**config.mk**
```make
export PLATFORM = sky130hd
export DESIGN_NAME = ts_conv_detect
export DESIGN_NICKNAME = d
export VERILOG_FILES = /design/src/rtl/ts_conv_pkg.sv /design/src/rtl/ts_bit_sampler.sv /design/src/rtl/ts_pattern_match.sv /design/src/rtl/ts_conv_detect.sv
export SDC_FILE = /design/constraint.sdc
export NUM_CORES = 1
export LEC_CHECK = 0
export ABC_AREA = 1
export BUFFER_PORTS_ARGS = -buffer_cell sky130_fd_sc_hd__buf_2
export CORE_ASPECT_RATIO = 1.1
export CORE_MARGIN = 2
export CORE_UTILIZATION = 45
export CTS_BUF_LIST = sky130_fd_sc_hd__clkbuf_16
export DETAILED_ROUTE_END_ITERATION = 8
export SETUP_SLACK_MARGIN = 0.02
export SLEW_MARGIN = 20
export SYNTH_ARGS = -nofsm -noshare
export SYNTH_HDL_FRONTEND = slang
export SYNTH_HIERARCHICAL = 1
export SYNTH_SLANG_ARGS = --single-unit
```
**constraint.sdc**
```tcl
create_clock -name clk -period 1.7 [get_ports clk]
set_clock_uncertainty 0.05 [all_clocks]
set_input_delay 0 -clock clk [delete_from_list [all_inputs] [get_ports clk]]
set_output_delay 0 -clock clk [all_outputs]
set_load 0.1 [all_outputs]
```
**src/rtl/ts_conv_pkg.sv**
```systemverilog
package ts_conv_pkg;

    // Default character width on the line (data bits only)
    localparam int CHAR_BITS_DEF = 8;

    typedef enum logic [1:0] {
        ST_IDLE,
        ST_START,
        ST_DATA,
        ST_GUARD
    } det_state_e;

endpackage

```
**src/rtl/ts_bit_sampler.sv**
```systemverilog
// Half-ETU tick counter and mid-bit shift register for one character.
module ts_bit_sampler #(
    parameter int CHAR_BITS = 8,
    parameter int CNT_W     = 5
) (
    input  logic                 clk,
    input  logic                 rst_n,
    input  logic                 clr,
    input  logic                 tick,
    input  logic                 line_in,
    output logic [CNT_W-1:0]     tick_cnt,
    output logic [CHAR_BITS-1:0] raw_bits
);
    localparam int FIRST_SAMPLE = 2;
    localparam int LAST_SAMPLE  = 2 * CHAR_BITS;

    logic sample_now;

    // Ticks already counted: even values 2..2*CHAR_BITS fall on bit centres
    assign sample_now = tick && !clr && !tick_cnt[0]
                        && (tick_cnt >= CNT_W'(FIRST_SAMPLE))
                        && (tick_cnt <= CNT_W'(LAST_SAMPLE));

    always_ff @(posedge clk or negedge rst_n) begin
        if (!rst_n) begin
            tick_cnt <= '0;
            raw_bits <= '0;
        end else begin
            if (clr) begin
                tick_cnt <= '0;
            end else if (tick) begin
                tick_cnt <= tick_cnt + CNT_W'(1);
            end
            // First level received ends up in bit 0
            if (sample_now) begin
                raw_bits <= {line_in, raw_bits[CHAR_BITS-1:1]};
            end
        end
    end

endmodule

```
**src/rtl/ts_pattern_match.sv**
```systemverilog
// Compares captured levels with both opening patterns and decodes the character.
module ts_pattern_match #(
    parameter int                   CHAR_BITS    = 8,
    parameter logic [CHAR_BITS-1:0] DIRECT_CODE  = 8'h3B,
    parameter logic [CHAR_BITS-1:0] INVERSE_CODE = 8'h3F
) (
    input  logic [CHAR_BITS-1:0] raw_bits,
    input  logic                 cur_conv,
    input  logic                 allow,
    output logic                 hit_direct,
    output logic                 hit_inverse,
    output logic                 adopt,
    output logic [CHAR_BITS-1:0] dec_data
);
    logic [CHAR_BITS-1:0] inv_view;
    logic                 eff_conv;

    // Inverse reading: complement of each level, first level is the MSB
    for (genvar i = 0; i < CHAR_BITS; i++) begin : g_mirror
        assign inv_view[i] = ~raw_bits[CHAR_BITS-1-i];
    end

    always_comb begin
        hit_direct  = (raw_bits == DIRECT_CODE);
        hit_inverse = (inv_view == INVERSE_CODE);
        adopt       = allow && (hit_direct || hit_inverse);
        eff_conv    = adopt ? hit_direct : cur_conv;
        dec_data    = eff_conv ? raw_bits : inv_view;
    end

endmodule

```
**src/rtl/ts_conv_detect.sv**
```systemverilog
// Convention detector: control FSM, status bits and receive register.
module ts_conv_detect
    import ts_conv_pkg::*;
#(
    parameter int                   CHAR_BITS    = CHAR_BITS_DEF,
    parameter logic [CHAR_BITS-1:0] DIRECT_CODE  = 8'h3B,
    parameter logic [CHAR_BITS-1:0] INVERSE_CODE = 8'h3F
) (
    input  logic                 clk,
    input  logic                 rst_n,
    input  logic                 line_in,
    input  logic                 half_etu,
    input  logic                 start_seen,
    input  logic                 arm_wr,
    input  logic                 conv_wr,
    input  logic                 conv_wdata,
    input  logic                 auto_off,
    output logic                 conv,
    output logic                 arm,
    output logic                 det_err,
    output logic                 rx_valid,
    output logic [CHAR_BITS-1:0] rx_data
);
    // start bit + data bits + parity, then half a bit more
    localparam int RESOLVE_HALF = 2 * (CHAR_BITS + 2) + 1;
    localparam int CNT_W        = $clog2(RESOLVE_HALF + 1);
    localparam int LAST_SAMPLE  = 2 * CHAR_BITS;
    localparam int DONE_CNT     = RESOLVE_HALF - 1;

    det_state_e           state_q, state_d;
    logic                 det_q;
    logic                 done;
    logic [CNT_W-1:0]     tick_cnt;
    logic [CHAR_BITS-1:0] raw_bits;
    logic                 hit_direct, hit_inverse, adopt;
    logic [CHAR_BITS-1:0] dec_data;

    ts_bit_sampler #(
        .CHAR_BITS (CHAR_BITS),
        .CNT_W     (CNT_W)
    ) u_sampler (
        .clk      (clk),
        .rst_n    (rst_n),
        .clr      (state_q == ST_IDLE),
        .tick     (half_etu),
        .line_in  (line_in),
        .tick_cnt (tick_cnt),
        .raw_bits (raw_bits)
    );

    ts_pattern_match #(
        .CHAR_BITS    (CHAR_BITS),
        .DIRECT_CODE  (DIRECT_CODE),
        .INVERSE_CODE (INVERSE_CODE)
    ) u_match (
        .raw_bits    (raw_bits),
        .cur_conv    (conv),
        .allow       (det_q && !auto_off),
        .hit_direct  (hit_direct),
        .hit_inverse (hit_inverse),
        .adopt       (adopt),
        .dec_data    (dec_data)
    );

    // Next-state logic
    always_comb begin
        state_d = state_q;
        done    = 1'b0;
        unique case (state_q)
            ST_IDLE: begin
                if (start_seen) begin
                    state_d = ST_START;
                end
            end
            ST_START: begin
                if (half_etu) begin
                    state_d = line_in ? ST_IDLE : ST_DATA;
                end
            end
            ST_DATA: begin
                if (half_etu && (tick_cnt == CNT_W'(LAST_SAMPLE))) begin
                    state_d = ST_GUARD;
                end
            end
            ST_GUARD: begin
                if (half_etu && (tick_cnt == CNT_W'(DONE_CNT))) begin
                    state_d = ST_IDLE;
                    done    = 1'b1;
                end
            end
            default: state_d = ST_IDLE;
        endcase
    end

    // State register
    always_ff @(posedge clk or negedge rst_n) begin
        if (!rst_n) begin
            state_q <= ST_IDLE;
        end else begin
            state_q <= state_d;
        end
    end

    // Outputs and status bits
    always_ff @(posedge clk or negedge rst_n) begin
        if (!rst_n) begin
            det_q    <= 1'b0;
            arm      <= 1'b0;
            conv     <= 1'b1;
            det_err  <= 1'b0;
            rx_valid <= 1'b0;
            rx_data  <= '0;
        end else begin
            rx_valid <= done;
            if (done) begin
                rx_data <= dec_data;
            end

            if ((state_q == ST_IDLE) && start_seen) begin
                det_q <= arm;
            end

            if (arm_wr) begin
                arm <= 1'b1;
            end else if (done && det_q) begin
                arm <= 1'b0;
            end

            if (arm_wr) begin
                det_err <= 1'b0;
            end else if (done && det_q && !hit_direct && !hit_inverse) begin
                det_err <= 1'b1;
            end

            if (conv_wr) begin
                conv <= conv_wdata;
            end else if (done && adopt) begin
                conv <= hit_direct;
            end
        end
    end

endmodule

```
# Word level (Yosys, flattened, before mapping)
# Index checks and enable logic that the tools add are counted.
[op_classes]
muxes = 18
n_lt_le_gt_ge = 2
bitwise = 8
n_reduce_logical = 25
n_eq_ne = 11
add_sub_neg = 1
[ops]
columns = ["op", "count"]
rows = [
  ["== test 8 x 6 -> 1 bit (second input constant)", 2],
  ["logical AND 1 bit", 13],
  ["== test 5 bit (second input constant)", 2],
  ["2-to-1 mux 2 bit", 5],
  ["2-to-1 mux 5 bit", 2],
  ["2-to-1 mux 1 bit", 9],
  ["2-to-1 mux 8 bit", 1],
  ["!= test 2 bit (second input constant)", 4],
  ["inverter 1 bit", 8],
  ["one-hot mux 2 bit (4 select lines)", 1],
  ["nonzero test 2 bit", 4],
  ["adder 5 x 1 -> 5 bit (second input constant)", 1],
  ["greater-or-equal comparator 5 x 2 -> 1 bit (second input constant)", 1],
  ["<= comparator 5 bit (second input constant)", 1],
  ["logical NOT 1 bit", 5],
  ["== test 2 bit (second input constant)", 2],
  ["AND reduction 4 bit", 1],
  ["== test 2 x 1 -> 1 bit (second input constant)", 1],
  ["logical NOT 2 bit", 1],
  ["logical OR 1 bit", 1],
]
[totals]
word_cells = 74
input_bits = 9
output_inout_bits = 12
register_bits = 28

# Longest topological paths before layout
[depth]
ltp_word = 9
mapped_depth = 10

# By module
# Netlist, hierarchy kept.
[modules_own_cells]
columns = ["mod", "area_each_um2", "instances", "seq_area_each_um2", "cells_each"]
rows = [
  ["ts_conv_detect", 744.5, 1, 376.6, 99],
  ["ts_bit_sampler", 638.1, 1, 325.3, 71],
  ["ts_pattern_match", 254.0, 1, 0.0, 50],
]

# Worst setup path after synthesis
# Ideal clock, no wire load.
[synth_path]
path_type = "flip-flop to flip-flop"
from = "register conv"
to = "register rx_data[2]"
stages_incl_launch_ff = 7
setup_slack_ns = 0.273
t_arrival_ns = 1.310
cell_sequence = "dfstp_2 > nand2_4 > nand2_4 > nand2_1 > nand2_1 > nand2_1 > nand2_1"
[synth_via]
elab_chain_cells = 2
[synth_lines]
columns = ["item", "line_no", "rtl"]
rows = [
  ["start, declared", "ts_conv_detect.sv:18", "output logic conv,"],
  ["start signal, assigned", "ts_conv_detect.sv:136", "conv <= conv_wdata;"],
  ["start signal, assigned", "ts_conv_detect.sv:138", "conv <= hit_direct;"],
  ["2-to-1 mux 1 bit", "ts_pattern_match.sv:27", "eff_conv = adopt ? hit_direct : cur_conv;"],
  ["2-to-1 mux 8 bit", "ts_pattern_match.sv:28", "dec_data = eff_conv ? raw_bits : inv_view;"],
  ["via dec_data[2]", "ts_conv_detect.sv:36", "logic [CHAR_BITS-1:0] dec_data;"],
  ["end signal, assigned", "ts_conv_detect.sv:116", "rx_data <= dec_data;"],
  ["end, declared", "ts_conv_detect.sv:22", "output logic [CHAR_BITS-1:0] rx_data"],
]
# The timed path passes the listed nets, and every way through them passes these cells.
# A chain may end at the register's enable or synchronous reset.

# Worst setup path in the final report
[layout_path]
from = "register u_sampler.raw_bits[6]"
to = "register rx_data[2]"
[layout_via]
elab_chain_cells = 6
word_cells_on_any_way = 7
[layout_lines]
columns = ["item", "line_no", "rtl"]
rows = [
  ["start, declared", "ts_bit_sampler.sv:12", "output logic [CHAR_BITS-1:0] raw_bits"],
  ["start signal, assigned", "ts_bit_sampler.sv:36", "raw_bits <= {line_in, raw_bits[CHAR_BITS-1:1]};"],
  ["inverter 1 bit", "ts_pattern_match.sv:20", "assign inv_view[i] = ~raw_bits[CHAR_BITS-1-i];"],
  ["== test 8 x 6 -> 1 bit", "ts_pattern_match.sv:25", "hit_inverse = (inv_view == INVERSE_CODE);"],
  ["logical OR 1 bit", "ts_pattern_match.sv:26", "adopt = allow && (hit_direct || hit_inverse);"],
  ["logical AND 1 bit", "ts_pattern_match.sv:26", ""],
  ["2-to-1 mux 1 bit (*)", "ts_pattern_match.sv:27", ""],
  ["2-to-1 mux 8 bit (*)", "ts_pattern_match.sv:28", ""],
  ["via dec_data[2]", "ts_conv_detect.sv:36", ""],
]
# Mark *: on every way through the listed nets, which the timed path passes. The rest lies on a longest branch.

==> results.sh <==
export IMPL_run_status="finished clean"
export IMPL_die_area_um2=4140
export IMPL_cts_buffers=3
export IMPL_peakVddDrop_mv=0.759
export IMPL_synth_fa_ha_area_share_pct=1.53
export IMPL_antenna_found_initial=0
export IMPL_wire_per_inst_um=11.8
export IMPL_vias_per_cell=4.93
export IMPL_slowest_delay_ns=0.42
export IMPL_setup_tns_final_ns=0
export IMPL_yosys_area_share_xor_xnor_pct=0
export IMPL_powerDensity_nw_per_um2=1250
export IMPL_synth_warning_count=6
export IMPL_dr_first_iter_drc_count=64
export IMPL_tightest_slew_ns=0.627
export IMPL_clkLatencyLatePin_ns=0.26
export IMPL_hold_class="input port to asynchronous set/reset pin"
export IMPL_synth_cell_area_um2=1640
export IMPL_start_util_pct=47.9
export IMPL_core_area_um2=3410
export IMPL_synth_edff_count=0
export IMPL_slew_headroom_pct=58.2
export IMPL_setup_viol=0
export IMPL_cts_sink_count=28
export IMPL_synth_compound_area_share_pct=4.05
export IMPL_area_delta_synth_final_pct=22.2
export IMPL_synthCells=220
export IMPL_grt_pass1_wl_um=6400
export IMPL_gr_total_overflow=0
export IMPL_final_fill_count=335
export IMPL_ys_seq_area_share_pct=42.9
export IMPL_die_w_um=61.5
export IMPL_cts_tree="built"
export IMPL_finalCritPeriodShare_pct=88.9
export IMPL_total_power_mw=2.51
export IMPL_final_core_util_pct=58.6
export IMPL_final_antenna_net_count=0
export IMPL_synth_nets=231
export IMPL_r2r_start="u_sampler/raw_bits[6]$_DFFE_PN0P_"
export IMPL_crit_chain="inv_2, nand2_1, nor2_4, nand3_2, nand2_4, nand2_4, nand2_1, nand2_1, nand2_1, nand2_1"
export IMPL_netlist_cell_type_count=27
export IMPL_ys_ff_latch=28
export IMPL_startpoint_type="register"
export IMPL_slew_viol_final=0
export IMPL_grt_pass1_vias=1507
export IMPL_drt_pass1_iter_count=4
export IMPL_critPathLaunch="u_sampler/raw_bits[6]$_DFFE_PN0P_"
export IMPL_critical_path_max_fanout=8
export IMPL_clk_pin_slew_worst_paths_ns=0.07
export IMPL_synth_top_family_by_area="simple AND/OR/NAND/NOR gates"
export IMPL_critPathSlowestCell="dfrtp_1"
export IMPL_syn_area_per_cell_um2=7.44
export IMPL_endpoint_kind="register"
export IMPL_synthArstFlopShare_pct=100
export IMPL_cp_data_required_time_ns=1.80
export IMPL_synth_area_mux_share_pct=0
export IMPL_dr_total_vias=1508
export IMPL_post_route_drc_count=0
export IMPL_fp_dieH_um=67.3
export IMPL_worst_setup_path_type="register to register"
export IMPL_htree_num_levels=1
export IMPL_period_needed_ns=1.51
export IMPL_cap_violations=0
export IMPL_rsz0062_at_grt="false"
export IMPL_p_leak_nw=1.12
export IMPL_grt_max_degree=29
export IMPL_globalplace_congestion=0.769
export IMPL_clk_path_buf_depth=2
export IMPL_synth_main_ff_cell="dfrtp_1"
export IMPL_fmaxAchievable_mhz=662
export IMPL_drt_wl_total_um=3610
export IMPL_port_buffers=20
export IMPL_antenna_cells=0
export IMPL_root_buffer="clkbuf_16"
export IMPL_grt_usage_pct=20.5
export IMPL_fin_nets=270
export IMPL_hold_viol=0
export IMPL_ios=21
export IMPL_worstPathArrival_ns=1.61
export IMPL_drive_above_1_share_pct=20.9
export IMPL_cp_common_cell="nand2_1"
export IMPL_synthSimpleGateAreaFrac_pct=44.1
export IMPL_fp_row_count=22
export IMPL_dp_hpwl_um=2670
power breakdown:
| part | internal, mW | total, mW | switching [mW] | leakage (nW) |
|---|---|---|---|---|
| clock network | 0.315 | 0.524 | 0.209 | 0.0385 |
| registers | 0.803 | 1.02 | 0.214 | 0.363 |
| logic | 0.350 | 0.966 | 0.616 | 0.718 |
| total | 1.47 | 2.51 | 1.04 | 1.12 |
worst max-delay path, delay by kind of cell, from the launching register on:
family | cells | cell delay (ns)
DFF | 1 | 0.42
buffers and inverters | 1 | 0.07
and+or+nand+nor | 9 | 0.84
placed cells by master (no fill, tap or decap), types with 2 or more instances in the layout:
cell / n
o21ai_0: 3
nand2_4: 3
o21bai_1: 2
nor2_1: 14
nand3_1: 19
buf_4: 7
ha_1: 2
clkbuf_16: 3
nand2_1: 86
nor2_2: 4
dlygate4sd3_1: 7
dfrtp_2: 2
inv_2: 5
inv_1: 25
buf_2: 20
a21oi_1: 3
dfrtp_1: 25
nor2_4: 2
nand3_2: 2
nand4_1: 11
timing repair:
item,4_1_cts,5_1_grt
resized for setup,0,5
hold buffers,7,0
setup endpoints to repair,0,11
endpoints found under the hold margin,33,0
setup buffers,0,7
area by class of cell:
cell class / count / area [um2] / share of cell area [%]
repair buffers: 34 / 223 / 11.1
flip-flops and latches: 28 / 704 / 35.2
inverters: 31 / 121 / 6.07
clock buffers: 3 / 75.1 / 3.75
multi-input cells: 161 / 813 / 40.7
clock inverters: 1 / 3.75 / 0.188
well taps: 48 / 60.1 / 3.00
cell usage after synthesis (2+ instances only):
| cell | count | share of area [%] |
|---|---|---|
| a21oi_1 | 3 | 0.92 |
| dfrtp_1 | 27 | 41 |
| ha_1 | 2 | 1.5 |
| inv_1 | 27 | 6.2 |
| inv_2 | 3 | 0.69 |
| nand2_1 | 86 | 20 |
| nand2_4 | 3 | 2.1 |
| nand3_1 | 19 | 5.8 |
| nand3_2 | 2 | 1.2 |
| nand4_1 | 11 | 4.2 |
| nor2_1 | 14 | 3.2 |
| nor2_2 | 4 | 1.5 |
| nor2_4 | 2 | 1.4 |
| o21ai_0 | 3 | 0.92 |
| o21bai_1 | 2 | 0.92 |
layer usage:
| metal | GRT usage, % | share of wire, % | vias to the layer above |
|---|---|---|---|
| met5 | 0 | 0 | - |
| met4 | 8.24 | 2.0 | 0 |
| met3 | 2.30 | 2.0 | 6 |
| met2 | 36.1 | 51 | 21 |
| met1 | 25.2 | 45 | 707 |
| li1 | - | - | 774 |
path summary, 6_finish.rpt:
path / end / slack [ns] / cells past startpoint
min in group clk: conv$_DFFE_PN1P_ / 0.26 / 7
max in group asynchronous: u_sampler/tick_cnt[0]$_DFFE_PN0P_ / 0.91 / 2
min: u_sampler/raw_bits[5]$_DFFE_PN0P_ / 0.24 / 2
max reg2reg: rx_data[2]$_DFFE_PN0P_ / 0.19 / 10
max: rx_data[2]$_DFFE_PN0P_ / 0.19 / 10
min reg2reg: rx_data[7]$_DFFE_PN0P_ / 0.42 / 2
through the flow:
step	hold WS (ns)	area, um2	worst slack (ns)	instances
floorplan	-0.346	1640	0.273	220
finish	0.239	2000	0.189	306
CTS	0.259	1950	0.146	299
detailed placement	-0.000640	1800	0.168	288
global placement	-0.00408	1800	0.252	288
global route	0.291	2000	0.0170	306
logic make-up (layout without fill, tap and decap cells):
logic type / after synthesis / count (layout)
buffers and inverters: 31 / 69
AND/OR/NAND/NOR: 148 / 148
flip-flops: 28 / 28
AO/OA/AOI/OAI: 11 / 11
adder cells (fa/ha/maj): 2 / 2
sequential cells by signal, summed over array words and instances (netlist names), named ones only:
name / flops
arm: 1
conv: 1
det_err: 1
det_q: 1
rx_data: 8
rx_valid: 1
state_q: 1
u_sampler/raw_bits: 8
u_sampler/tick_cnt: 5
(Power assumes the default switching activity.)
